[src/rtl/usart_clk_pkg.sv]
package usart_clk_pkg;

  typedef enum logic [1:0] {
    CM_ASYNC_NORM,
    CM_ASYNC_DBL,
    CM_SYNC_MASTER,
    CM_SYNC_SLAVE
  } clk_mode_e;

  function automatic clk_mode_e decode_mode(input logic sync_mode,
                                            input logic master,
                                            input logic dbl);
    if (sync_mode) return master ? CM_SYNC_MASTER : CM_SYNC_SLAVE;
    return dbl ? CM_ASYNC_DBL : CM_ASYNC_NORM;
  endfunction

endpackage

[src/rtl/usart_prescaler.sv]
module usart_prescaler #(
  parameter int DIV_W = 12
) (
  input  logic             clk,
  input  logic             rst_n,
  input  logic [DIV_W-1:0] reload_val,
  input  logic             reload,
  output logic             expire
);

  logic [DIV_W-1:0] cnt_q;
  logic             at_zero;

  assign at_zero = (cnt_q == '0);
  assign expire  = at_zero && !reload;

  always_ff @(posedge clk or negedge rst_n) begin
    if (!rst_n)                  cnt_q <= '1;
    else if (reload || at_zero)  cnt_q <= reload_val;
    else                         cnt_q <= cnt_q - 1'b1;
  end

endmodule

[src/rtl/usart_sample_ctr.sv]
module usart_sample_ctr #(
  parameter int OVS_NORM = 16,
  parameter int OVS_DBL  = 8,
  localparam int IDX_W   = $clog2(OVS_NORM)
) (
  input  logic             clk,
  input  logic             rst_n,
  input  logic             enable,
  input  logic             dbl,
  input  logic             step,
  input  logic             clear,
  output logic [IDX_W-1:0] idx,
  output logic             rx_tick,
  output logic             tx_tick,
  output logic             mid
);

  localparam logic [IDX_W-1:0] LAST_NORM = IDX_W'(OVS_NORM - 1);
  localparam logic [IDX_W-1:0] LAST_DBL  = IDX_W'(OVS_DBL - 1);
  localparam logic [IDX_W-1:0] CTR_NORM  = IDX_W'(OVS_NORM / 2);
  localparam logic [IDX_W-1:0] CTR_DBL   = IDX_W'(OVS_DBL / 2);

  logic [IDX_W-1:0] idx_q;
  logic [IDX_W-1:0] last;
  logic [IDX_W-1:0] ctr;
  logic             wrap;

  assign last    = dbl ? LAST_DBL : LAST_NORM;
  assign ctr     = dbl ? CTR_DBL  : CTR_NORM;
  assign wrap    = (idx_q >= last);
  assign rx_tick = step && enable;
  assign tx_tick = rx_tick && wrap;
  assign mid     = rx_tick && (idx_q == ctr - 1'b1 || idx_q == ctr ||
                               idx_q == ctr + 1'b1);
  assign idx     = idx_q;

  always_ff @(posedge clk or negedge rst_n) begin
    if (!rst_n)              idx_q <= '0;
    else if (clear || !enable) idx_q <= '0;
    else if (step)           idx_q <= wrap ? '0 : idx_q + 1'b1;
  end

endmodule

[src/rtl/usart_sync_clk.sv]
module usart_sync_clk (
  input  logic clk,
  input  logic rst_n,
  input  logic master_en,
  input  logic step,
  input  logic ext_clk,
  output logic clk_out,
  output logic rise,
  output logic fall
);

  logic drv_q;
  logic smp_q;
  logic dly_q;

  always_ff @(posedge clk or negedge rst_n) begin
    if (!rst_n) begin
      drv_q <= 1'b0;
      smp_q <= 1'b0;
      dly_q <= 1'b0;
    end else begin
      smp_q <= ext_clk;
      dly_q <= smp_q;
      if (!master_en) drv_q <= 1'b0;
      else if (step)  drv_q <= ~drv_q;
    end
  end

  assign clk_out = drv_q;
  assign rise = master_en ? (step && !drv_q) : (smp_q && !dly_q);
  assign fall = master_en ? (step && drv_q)  : (!smp_q && dly_q);

endmodule

[src/rtl/usart_clkgen.sv]
module usart_clkgen
  import usart_clk_pkg::*;
#(
  parameter int DIV_W    = 12,
  parameter int OVS_NORM = 16,
  parameter int OVS_DBL  = 8,
  localparam int IDX_W   = $clog2(OVS_NORM)
) (
  input  logic             clk,
  input  logic             rst_n,
  input  logic             sync_mode,
  input  logic             master,
  input  logic             dbl_speed,
  input  logic             edge_pol,
  input  logic [DIV_W-1:0] div_set,
  input  logic             div_wr,
  input  logic             xck_in,
  output logic             xck_out,
  output logic             xck_oe,
  output logic             tx_tick,
  output logic             rx_tick,
  output logic [IDX_W-1:0] rx_sample_idx,
  output logic             rx_mid
);

  clk_mode_e mode;
  logic async_en, master_en, sync_en;
  logic expire;
  logic a_rx, a_tx, a_mid;
  logic s_rise, s_fall;

  assign mode      = decode_mode(sync_mode, master, dbl_speed);
  assign async_en  = (mode == CM_ASYNC_NORM) || (mode == CM_ASYNC_DBL);
  assign master_en = (mode == CM_SYNC_MASTER);
  assign sync_en   = !async_en;

  usart_prescaler #(.DIV_W(DIV_W)) u_presc (
    .clk        (clk),
    .rst_n      (rst_n),
    .reload_val (div_set),
    .reload     (div_wr),
    .expire     (expire)
  );

  usart_sample_ctr #(.OVS_NORM(OVS_NORM), .OVS_DBL(OVS_DBL)) u_samp (
    .clk     (clk),
    .rst_n   (rst_n),
    .enable  (async_en),
    .dbl     (mode == CM_ASYNC_DBL),
    .step    (expire),
    .clear   (div_wr),
    .idx     (rx_sample_idx),
    .rx_tick (a_rx),
    .tx_tick (a_tx),
    .mid     (a_mid)
  );

  usart_sync_clk u_sclk (
    .clk       (clk),
    .rst_n     (rst_n),
    .master_en (master_en),
    .step      (expire),
    .ext_clk   (xck_in),
    .clk_out   (xck_out),
    .rise      (s_rise),
    .fall      (s_fall)
  );

  always_comb begin
    if (sync_en) begin
      tx_tick = edge_pol ? s_fall : s_rise;
      rx_tick = edge_pol ? s_rise : s_fall;
    end else begin
      tx_tick = a_tx;
      rx_tick = a_rx;
    end
  end

  assign rx_mid = a_mid;
  assign xck_oe = master_en;

endmodule

[config.mk]
export PLATFORM = sky130hd
export DESIGN_NAME = usart_clkgen
export DESIGN_NICKNAME = d
export VERILOG_FILES = /design/src/rtl/usart_clk_pkg.sv /design/src/rtl/usart_prescaler.sv /design/src/rtl/usart_sample_ctr.sv /design/src/rtl/usart_sync_clk.sv /design/src/rtl/usart_clkgen.sv
export SDC_FILE = /design/constraint.sdc
export NUM_CORES = 1
export LEC_CHECK = 0
export BUFFER_PORTS_ARGS = -buffer_cell sky130_fd_sc_hd__buf_4
export CELL_PAD_IN_SITES_DETAIL_PLACEMENT = 0
export CELL_PAD_IN_SITES_GLOBAL_PLACEMENT = 2
export CORE_MARGIN = 3
export CORE_UTILIZATION = 35
export CTS_BUF_LIST = sky130_fd_sc_hd__clkbuf_8
export CTS_CLUSTER_DIAMETER = 100
export CTS_CLUSTER_SIZE = 8
export DETAILED_ROUTE_END_ITERATION = 6
export PLACE_DENSITY_LB_ADDON = 0.1
export SLEW_MARGIN = 15
export SYNTH_ARGS = -nofsm -noshare
export SYNTH_HDL_FRONTEND = slang
export SYNTH_SLANG_ARGS = --single-unit
[constraint.sdc]
create_clock -name clk -period 3.9 [get_ports clk]
set_input_delay 0.78 -clock clk [delete_from_list [all_inputs] [get_ports clk]]
set_output_delay 0.78 -clock clk [all_outputs]
set_load 0.05 [all_outputs]
==> results.md, run 1 <==
- Worst slew pin tran: 0.8038 ns
- Crit path capture type: primary output
- Buffers & Inverters on Critical Path: 2
- Worst r2r src: u_presc.cnt_q[0]
- Hold Buf Count CTS: 0
- Distinct cells, synth: 36
- Clock power frac: 0.301
- R2R Setup Slk: 1.40 ns
- DR vias: 998
- Dominant synthesized flop cell: dfstp_2
- Seq/Total Area, Yosys: 0.4126
- Total power draw: 447.6 uW
- DR pass1 iterations: 4
- Switch Pwr: 117.4 uW
- IO Count: 29
- WP data required: 3.12 ns
- RSZ-0062 raised after global routing: no
- Global router's overall resource usage: 0.1293
- Final Max Tran Viols: 0
- Max incr delay on CP: 0.64 ns
- Setup Fix Bufs, Post-CTS: 0
- Seq. cell area: 490.5 sq um
- ANT cells: 0
- Die area: 4131 sq um
- CP Launch Type: register
- Worst R2R End: u_samp.idx[3]
- CTS clk-pin slew, worst paths: 0.07 ns
- Detailed placement HPWL: 1886 microns
- Post-DRT Antenna Nets: 0
- Pwr dens: 304.2 nW/um^2
- Vias in the first global route: 977
- Ys async rst share: 1.000
- RD Place Congestion: 0.7231
- Mapped Nets: 156
- CTS HTree Levels: 1
- Top cell family by delay on the critical path: simple AND/OR/NAND/NOR gates
- PostCTS Resize Cnt: 0
- Root Driver: clkbuf_8
- Worst path cell trace: inv_1 > ha_1 > or4b_2 > or4_1 > a211o_1 > o211ai_1 > buf_4
- Sequential share of power: 0.530
- Min Tclk post-route: 3.444 ns
- Max_cap viols: 0
- Synth Register Bits: 19
- Die Height: 64.28 microns
- Outcome: completed
- Initial antenna violation count: 0
- Sw Ratio: 0.2623
- Internal power: 330.2 uW
- WL final: 2451 microns
- First-pass GRT wire length: 4284 microns
- Finished Core Util: 0.4667
- Fill cell count: 329
- Post-Syn Area per Cell: 9.143 sq um
- CTS tree: yes
- CTS Buffer Depth: 2
- Fin nets: 184
- Yosys warnings: 0
- Die width: 64.28 microns
- R2R depth: 6
- Min-Delay Path Class: in -> async
- Worst slew margin: 0.4642
- Setup TNS: 0 ns
- Worst Clk Skew: 0.001612 ns
- Layout cells sized above 1: 0.3248
- Synthesis-to-finish area growth: 23.79%
- IO Port Bufs: 28
- Synthesized area: 1189 sq um
- WHS: 0.3836 ns
- Std-Cell Rows: 20
- Via/cell ratio: 4.965
- Starting Density: 0.3770
- Drt initial violations: 47
- VDD IR max: 164.9 uV
- # setup viols final: 0
- Gr ovfl total: 0
- Fmax: 0.2904 GHz
- CP max FO: 4
- CTS Sinks: 19
- Core region area: 3153 sq um
- Residual DRC: 0
- Number of buffers created by CTS: 3
- Worst setup path category: reg -> out
- Wire per inst: 12.19 microns
- Combinational Power Share: 0.169
- Fin crit share: 0.8831
- Number of synthesized flops with an enable pin: 0
- Synth Instances: 130
- Leakage power: 0.5979 nW
- Largest net degree at the start of global routing: 24
- Worst skew pair latency: 0.25 ns
- Crit path DAT: 2.66 ns
- Worst path slowest cell: or4b_2
- Multi-input gate area: 640.6 sq um
- Final Hold Viols: 0
[worst max-delay path by stage]
stage,startpoint,cells after the start,endpoint,slack (ns)
final,u_presc.cnt_q[0],7,tx_tick,0.46
after global routing,u_presc.cnt_q[0],7,rx_tick,0.29
after CTS,u_presc.cnt_q[0],7,tx_tick,0.45
after detailed placement,u_presc.cnt_q[0],7,tx_tick,0.74
after global placement,u_presc.cnt_q[0],7,tx_tick,0.77
after floorplan,u_presc.cnt_q[0],6,rx_mid,0.28
[layout make-up]
class,count,area share
Sequential cell,19,0.3333
Timing Repair Buffer,28,0.1429
Multi-Input combinational cell,98,0.4354
Clock buffer,3,0.02806
Inverter,8,0.02041
Clock inverter,1,0.002551
Tap cell,44,0.03741
[layer usage]
metal | GRT usage | vias to the layer above | share of wire
met5 | 0 | - | 0
met4 | 0.05541 | 0 | 0.016
met2 | 0.2178 | 21 | 0.48
met1 | 0.1580 | 456 | 0.45
li1 | - | 516 | -
met3 | 0.02812 | 5 | 0.053
[power groups by stage]
stage          clock (mW)  combinational (mW)  sequential [mW]
4_1_cts             0.140              0.0771            0.237
5_1_grt             0.150              0.0866            0.240
3_5_place_dp            0              0.0765            0.241
3_3_place_gp            0              0.0758            0.240
2_1_floorplan           0              0.0490            0.235
6_report            0.135              0.0757            0.237
[cells in the mapped netlist (all sizes together), types with 2 or more instances]
cell type / count / area, sq um
dfrtp: 7 / 175.2
inv: 8 / 30.03
nor2: 17 / 63.81
or3: 3 / 18.77
dfstp: 12 / 315.3
xor2: 2 / 17.52
or4b: 2 / 20.02
nand2: 6 / 22.52
ha: 6 / 75.07
a31oi: 2 / 12.51
mux2: 2 / 22.52
or4: 6 / 48.80
a21oi: 15 / 75.07
o21ai: 4 / 20.02
or2: 2 / 12.51
nor3: 3 / 15.01
nand3: 3 / 15.01
xnor2: 8 / 70.07
nor2b: 2 / 12.51
buf: 2 / 16.26
nor4: 4 / 25.02
clkbuf: 3 / 11.26
[layout by cell type, fill, tap and decap left out]
cell,n
buf_4,28
nor2_1,17
a21oi_1,15
dfstp_2,12
inv_1,9
xnor2_1,8
dfrtp_1,7
nand2_1,6
ha_1,6
or4_1,5
nor4_1,4
o21ai_0,4
nor3_1,3
nand3_1,3
or3_1,3
clkbuf_8,3
or2_2,2
nor2b_1,2
xor2_1,2
a31oi_1,2
mux2_2,2
or4b_2,1
o41a_1,1
or3b_2,1
o31ai_1,1
or4_4,1
nand2b_1,1
nand3b_1,1
nor3b_1,1
a311o_1,1
a32o_1,1
a211o_1,1
a31o_2,1
o211ai_1,1
or4b_1,1
[cells by family after synthesis]
family,Yosys count,share of synthesized area
buffers and inverters,13,0.04842
adder cells (fa/ha/maj),6,0.06316
flip-flops,19,0.4126
AO/OA/AOI/OAI,28,0.1442
AND/OR/NAND/NOR,52,0.2389
XOR/XNOR,10,0.07369
multiplexers,2,0.01895
[worst reg2reg max path: cells and delay by family, from the launching register on]
family,cells,cell delay [ns]
AO/OA/AOI/OAI,1,0.15
adder cells (fa/ha/maj),1,0.14
buffers and inverters,1,0.09
flip-flops,1,0.37
AND/OR/NAND/NOR,3,1.68
[stage by stage]
stage	instances	setup WS (ns)	instance area, sq um
global route	201	0.2877	1471
CTS	201	0.4518	1471
detailed placement	197	0.7415	1426
global placement	197	0.7725	1426
floorplan	130	0.2756	1189
finish	201	0.4560	1471
[state kept, by name, indices dropped and copies added (netlist names)]
| register | cells |
|---|---|
| u_sclk.dly_q | 1 |
| u_sclk.clk_out | 1 |
| u_sclk.smp_q | 1 |
| u_samp.idx | 4 |
| u_presc.cnt_q | 12 |
No activity file was read; power rests on OpenSTA's default activity.
==> run 2: changes to the inputs <==
CELL_PAD_IN_SITES_DETAIL_PLACEMENT = 1   (was 0)
==> run 2 against run 1 <==
Effect of this change:
- sequential power is essentially flat
- worst setup slack worse by 0.077 ns
- global-route usage increased by 1.9 points
- cell count unchanged
- non-clock buffer count is the same
- largest power group unchanged
- clock-buffer cell count did not move
- sequential cell count is the same
- register-to-register slack lost 0.06 ns
- largest cell class unchanged
- die area unchanged
- critical path depth unchanged
==> results.md, run 2 (synthesis results as in run 1) <==
- Outcome: completed
- Fin nets: 184 (unchanged)
- Commonest non-fill, non-tap cell in the layout: buf_4
- Largest reg by FF count: u_presc.cnt_q
- First-pass GRT wire length: 4912 microns (+15%)
- Via/cell ratio: 5.189 (+4.5%)
- Max_cap viols: 0 (unchanged)
- Total power draw: 451.4 uW (+0.85%)
- Worst Clk Skew: 0.002832 ns (+0.001220 ns)
- Std-Cell Rows: 20 (unchanged)
- Finished Core Util: 0.4667 (unchanged)
- CP max FO: 4 (unchanged)
- RD Place Congestion: 0.7231 (unchanged)
- Vias in the first global route: 1110 (+14%)
- Worst slew pin tran: 0.8121 ns (+0.008325 ns)
- Worst r2r src: u_presc.cnt_q[0]
- Flip-flop count of the largest register after layout: 12 (unchanged)
- Die width: 64.28 microns (unchanged)
- IO Count: 29 (unchanged)
- Worst slew margin: 0.4586 (-0.005550)
- Final Max Tran Viols: 0 (unchanged)
- Layout cells sized above 1: 0.3248 (unchanged)
- CTS Sinks: 19 (unchanged)
- IO Port Bufs: 28 (unchanged)
- Setup Fix Bufs, Post-CTS: 0 (unchanged)
- Root Driver: clkbuf_8
- # setup viols final: 0 (unchanged)
- Fmax: 0.2840 GHz (-2.2%)
- Fin crit share: 0.9029 (+0.01980)
- Residual DRC: 0 (unchanged)
- Worst setup path category: reg -> out
- CTS clk-pin slew, worst paths: 0.07 ns (about the same)
- Largest net degree at the start of global routing: 24 (unchanged)
- Placed insts: 197 (unchanged)
- PostCTS Resize Cnt: 0 (unchanged)
- Final Non-Filler Cells: 201 (unchanged)
- VDD IR max: 175.4 uV (+6.3%)
- Final Hold Viols: 0 (unchanged)
- WL final: 2827 microns (+15%)
- DR pass1 iterations: 2 (-2)
- Min-Delay Path Class: in -> async
- CTS Buffer Depth: 2 (unchanged)
- RSZ-0062 raised after global routing: no
- Pwr dens: 306.8 nW/um^2 (+0.85%)
- CTS HTree Levels: 1 (unchanged)
- Gr ovfl total: 0 (unchanged)
- DR vias: 1043 (+4.5%)
- CP Launch Type: register
- Crit path DAT: 2.74 ns (+0.08 ns)
- Detailed placement HPWL: 2130 microns (+13%)
- R2R Setup Slk: 1.34 ns (-0.06 ns)
- Crit path capture type: primary output
- Wire per inst: 14.06 microns (+15%)
- Post-DRT Antenna Nets: 0 (unchanged)
- Number of buffers created by CTS: 3 (unchanged)
- Setup TNS: 0 ns (unchanged)
- Hold Buf Count CTS: 0 (unchanged)
- Global router's overall resource usage: 0.1482 (+0.01890)
- Die area: 4131 sq um (unchanged)
- Initial antenna violation count: 0 (unchanged)
- Worst skew pair latency: 0.26 ns (about the same)
- Min Tclk post-route: 3.521 ns (+0.07721 ns)
- WP data required: 3.12 ns (about the same)
- Leakage power: 0.5979 nW (unchanged)
- Most frequent cells in the layout: 28 x buf_4, 17 x nor2_1, 15 x a21oi_1
- Core region area: 3153 sq um (unchanged)
- CTS tree: yes
- Drt initial violations: 56 (+19%)
- Synthesis-to-finish area growth: 23.79% (unchanged)
- R2R depth: 6 (unchanged)
- ANT cells: 0 (unchanged)
- Worst R2R End: u_samp.idx[3]
- Starting Density: 0.3770 (unchanged)
- Die Height: 64.28 microns (unchanged)
-- run 2: worst max-delay path, cell delays in order, from the launching register on --
cell      delay [ns]
dfstp_2         0.38
inv_1           0.10
ha_1            0.15
or4b_2          0.65
or4_1           0.56
a211o_1         0.30
o211ai_1        0.11
buf_4           0.23
-- run 2: final cells by class --
type / count / area [sq um]
clock buffer: 3 / 41.29
clock inverter: 1 / 3.754
fill: 398 / 1682
inverter: 8 / 30.03
multi-input combinational: 98 / 640.6
sequential: 19 / 490.5
tap: 44 / 55.05
timing repair buffer: 28 / 210.2
-- run 2: report_power, final --
part	internal, mW	switching, mW
Clock	0.0700	0.0657
Sequential	0.223	0.0163
Combinational	0.0377	0.0390
-- run 2: how the worst max path moves through the flow --
stage | start | to | slack (ns) | cells past startpoint
floorplan | u_presc.cnt_q[0] | rx_mid | 0.28 | 6
global placement | u_presc.cnt_q[0] | tx_tick | 0.77 | 7
detailed placement | u_presc.cnt_q[0] | rx_tick | 0.69 | 7
CTS | u_presc.cnt_q[0] | rx_tick | 0.37 | 7
global route | u_presc.cnt_q[0] | rx_tick | 0.25 | 7
finish | u_presc.cnt_q[0] | tx_tick | 0.38 | 7
-- run 2: stage by stage --
step / hold WS [ns] / cell area (sq um) / setup WS, ns
finish: 0.3848 / 1471 / 0.3788
global route: 0.3947 / 1471 / 0.2491
CTS: 0.3916 / 1471 / 0.3692
detailed placement: 0.4004 / 1426 / 0.6912
global placement: 0.3861 / 1426 / 0.7725
floorplan: 0.3747 / 1189 / 0.2756
-- run 2: layer usage --
| metal | global-route usage | vias up | wire, microns |
|---|---|---|---|
| met5 | 0 | - | 0 |
| li1 | - | 519 | - |
| met3 | 0.02988 | 4 | 129 |
| met2 | 0.2680 | 20 | 1514 |
| met4 | 0.04749 | 0 | 29 |
| met1 | 0.1736 | 500 | 1154 |
==> run 3: changes to the inputs <==
PLACE_DENSITY = 0.85   (was unset)
PLACE_DENSITY_LB_ADDON = unset   (was 0.1)
==> run 3 against run 2 <==
Effect of this change:
- design area unchanged
- first-iteration DRC count down 70%
- combinational power up 0.8%
- wire length up 4.4%
- sequential cell count unchanged
- cell count unchanged
- clock skew up 0.0053 ns
- sequential share of layout area unchanged
==> results.md, run 3 (synthesis results as in run 1) <==
- CP max FO: 4 (unchanged)
- Crit path DAT: 2.65 ns (-0.09 ns)
- Fill cell count: 402 (+1.0%)
- RSZ-0062 raised after global routing: no
- Fin nets: 184 (unchanged)
- Root Driver: clkbuf_8
- Flip-flop count of the largest register after layout: 12 (unchanged)
- Largest net degree at the start of global routing: 24 (unchanged)
- Detailed placement HPWL: 2211 microns (+3.8%)
- Fin crit share: 0.8806 (-0.02231)
- Hold Buf Count CTS: 0 (unchanged)
- Starting Density: 0.3770 (unchanged)
- Global router's overall resource usage: 0.1584 (+0.01021)
- DR pass1 iterations: 4 (+2)
- Die width: 64.28 microns (unchanged)
- Finished Core Util: 0.4667 (unchanged)
- Placed insts: 197 (unchanged)
- Post-placement cell area: 1426 sq um (unchanged)
- Worst slew pin tran: 0.8285 ns (+0.01638 ns)
- Max_cap viols: 0 (unchanged)
- Largest reg by FF count: u_presc.cnt_q
- Die Height: 64.28 microns (unchanged)
- Initial antenna violation count: 0 (unchanged)
- Top cell family by delay on the critical path: simple AND/OR/NAND/NOR gates
- Die area: 4131 sq um (unchanged)
- Std-Cell Rows: 20 (unchanged)
- PostCTS Resize Cnt: 0 (unchanged)
- RD Place Congestion: 0.7445 (+3.0%)
- Min-Delay Path Class: in -> async
- Post-DRT Antenna Nets: 0 (unchanged)
- CTS tree: yes
- ANT cells: 0 (unchanged)
- Setup Fix Bufs, Post-CTS: 0 (unchanged)
- CTS Sinks: 19 (unchanged)
- DR vias: 1039 (-0.38%)
- Synthesis-to-finish area growth: 23.79% (unchanged)
- Commonest non-fill, non-tap cell in the layout: buf_4
- CTS Buffer Depth: 2 (unchanged)
- IO Count: 29 (unchanged)
- Max incr delay on CP: 0.64 ns (about the same)
- # setup viols final: 0 (unchanged)
- Cell area after layout: 1471 sq um (unchanged)
- Worst path slowest cell: or4b_2
- First-pass GRT wire length: 5106 microns (+3.9%)
- Outcome: completed
- WL final: 2952 microns (+4.4%)
- Core region area: 3153 sq um (unchanged)
- Worst setup path category: reg -> out
- Final Hold Viols: 0 (unchanged)
- Via/cell ratio: 5.169 (-0.38%)
- Final Max Tran Viols: 0 (unchanged)
- Wire per inst: 14.69 microns (+4.4%)
- Drt initial violations: 17 (-70%)
- Residual DRC: 0 (unchanged)
- Layout cells sized above 1: 0.3248 (unchanged)
- VDD IR max: 150.5 uV (-14%)
- Setup TNS: 0 ns (unchanged)
- Pwr dens: 311.0 nW/um^2 (+1.4%)
- Worst skew pair latency: 0.27 ns (about the same)
- Min Tclk post-route: 3.434 ns (-0.08702 ns)
- Most frequent cells in the layout: 28 x buf_4, 17 x nor2_1, 15 x a21oi_1
- Fmax: 0.2912 GHz (+2.5%)
- Worst path cell trace: inv_1 > ha_1 > or4b_2 > nor4_1 > a311o_1 > a32o_1 > buf_4
- Worst slew margin: 0.4477 (-0.01092)
- Crit path capture type: primary output
- Vias in the first global route: 1115 (+0.45%)
- CTS clk-pin slew, worst paths: 0.08 ns (about the same)
- Leakage power: 0.5979 nW (unchanged)
- WP data required: 3.12 ns (about the same)
- Final Non-Filler Cells: 201 (unchanged)
- Number of buffers created by CTS: 3 (unchanged)
- Gr ovfl total: 0 (unchanged)
- Buffers & Inverters on Critical Path: 2 (unchanged)
- CP Launch Type: register
- CTS HTree Levels: 1 (unchanged)
- Worst Clk Skew: 0.008112 ns (+0.005279 ns)
- IO Port Bufs: 28 (unchanged)
-- run 3: cell counts in the layout (fill, tap and decap cells not counted) --
No cell type changed its count.
-- run 3: path summary, 6_finish.rpt --
kind / start / endpoint / slack, ns / cells after the start
max: u_presc.cnt_q[0] / rx_tick / 0.47 / 7
min in group clk: u_sclk.smp_q / u_sclk.dly_q / 0.42 / 0
max in group asynchronous: rst_n / u_presc.cnt_q[11] / 3.25 / 1
min: rst_n / u_samp.idx[0] / 0.38 / 1
max reg2reg: u_presc.cnt_q[0] / u_samp.idx[3] / 1.42 / 6
min reg2reg: u_sclk.smp_q / u_sclk.dly_q / 0.42 / 0
-- run 3: layer usage --
metal  share of wire  track usage  vias up  wire, microns
li1                -            -      513              -
met1            0.42       0.1765      493           1229
met2            0.51       0.2745       26           1510
met3           0.048      0.03866        7            142
met4           0.024      0.08707        0             70
met5               0            0        -              0
-- run 3: where the power goes --
part           internal (mW)  switching, mW  total (mW)
clock                 0.0703         0.0711       0.141
combinational         0.0377         0.0396      0.0773
sequential             0.222         0.0164       0.239
total                  0.330          0.127       0.458
-- run 3: final cells by class --
class	instances	area, sq um	share of cell area
clock buffers	3	41.29	0.02806
inverters	8	30.03	0.02041
flip-flops and latches	19	490.5	0.3333
repair buffers	28	210.2	0.1429
well taps	44	55.05	0.03741
multi-input cells	98	640.6	0.4354
clock inverters	1	3.754	0.002551
-- run 3: per-stage QoR --
stage | worst slack, ns | hold slack [ns] | power [mW]
2_1_floorplan | 0.2756 | 0.3747 | 0.2841
3_3_place_gp | 0.7838 | 0.3841 | 0.3159
3_5_place_dp | 0.7385 | 0.4074 | 0.3205
4_1_cts | 0.4473 | 0.3845 | 0.4636
5_1_grt | 0.2606 | 0.3870 | 0.4902
6_report | 0.4658 | 0.3794 | 0.4576
-- run 3: worst register-to-register path, stage by stage, from the launching register on --
cell	delay (ns)
dfstp_2	0.38
inv_1	0.09
ha_1	0.14
or4b_2	0.64
or4_4	0.51
or4_1	0.52
a21oi_1	0.14
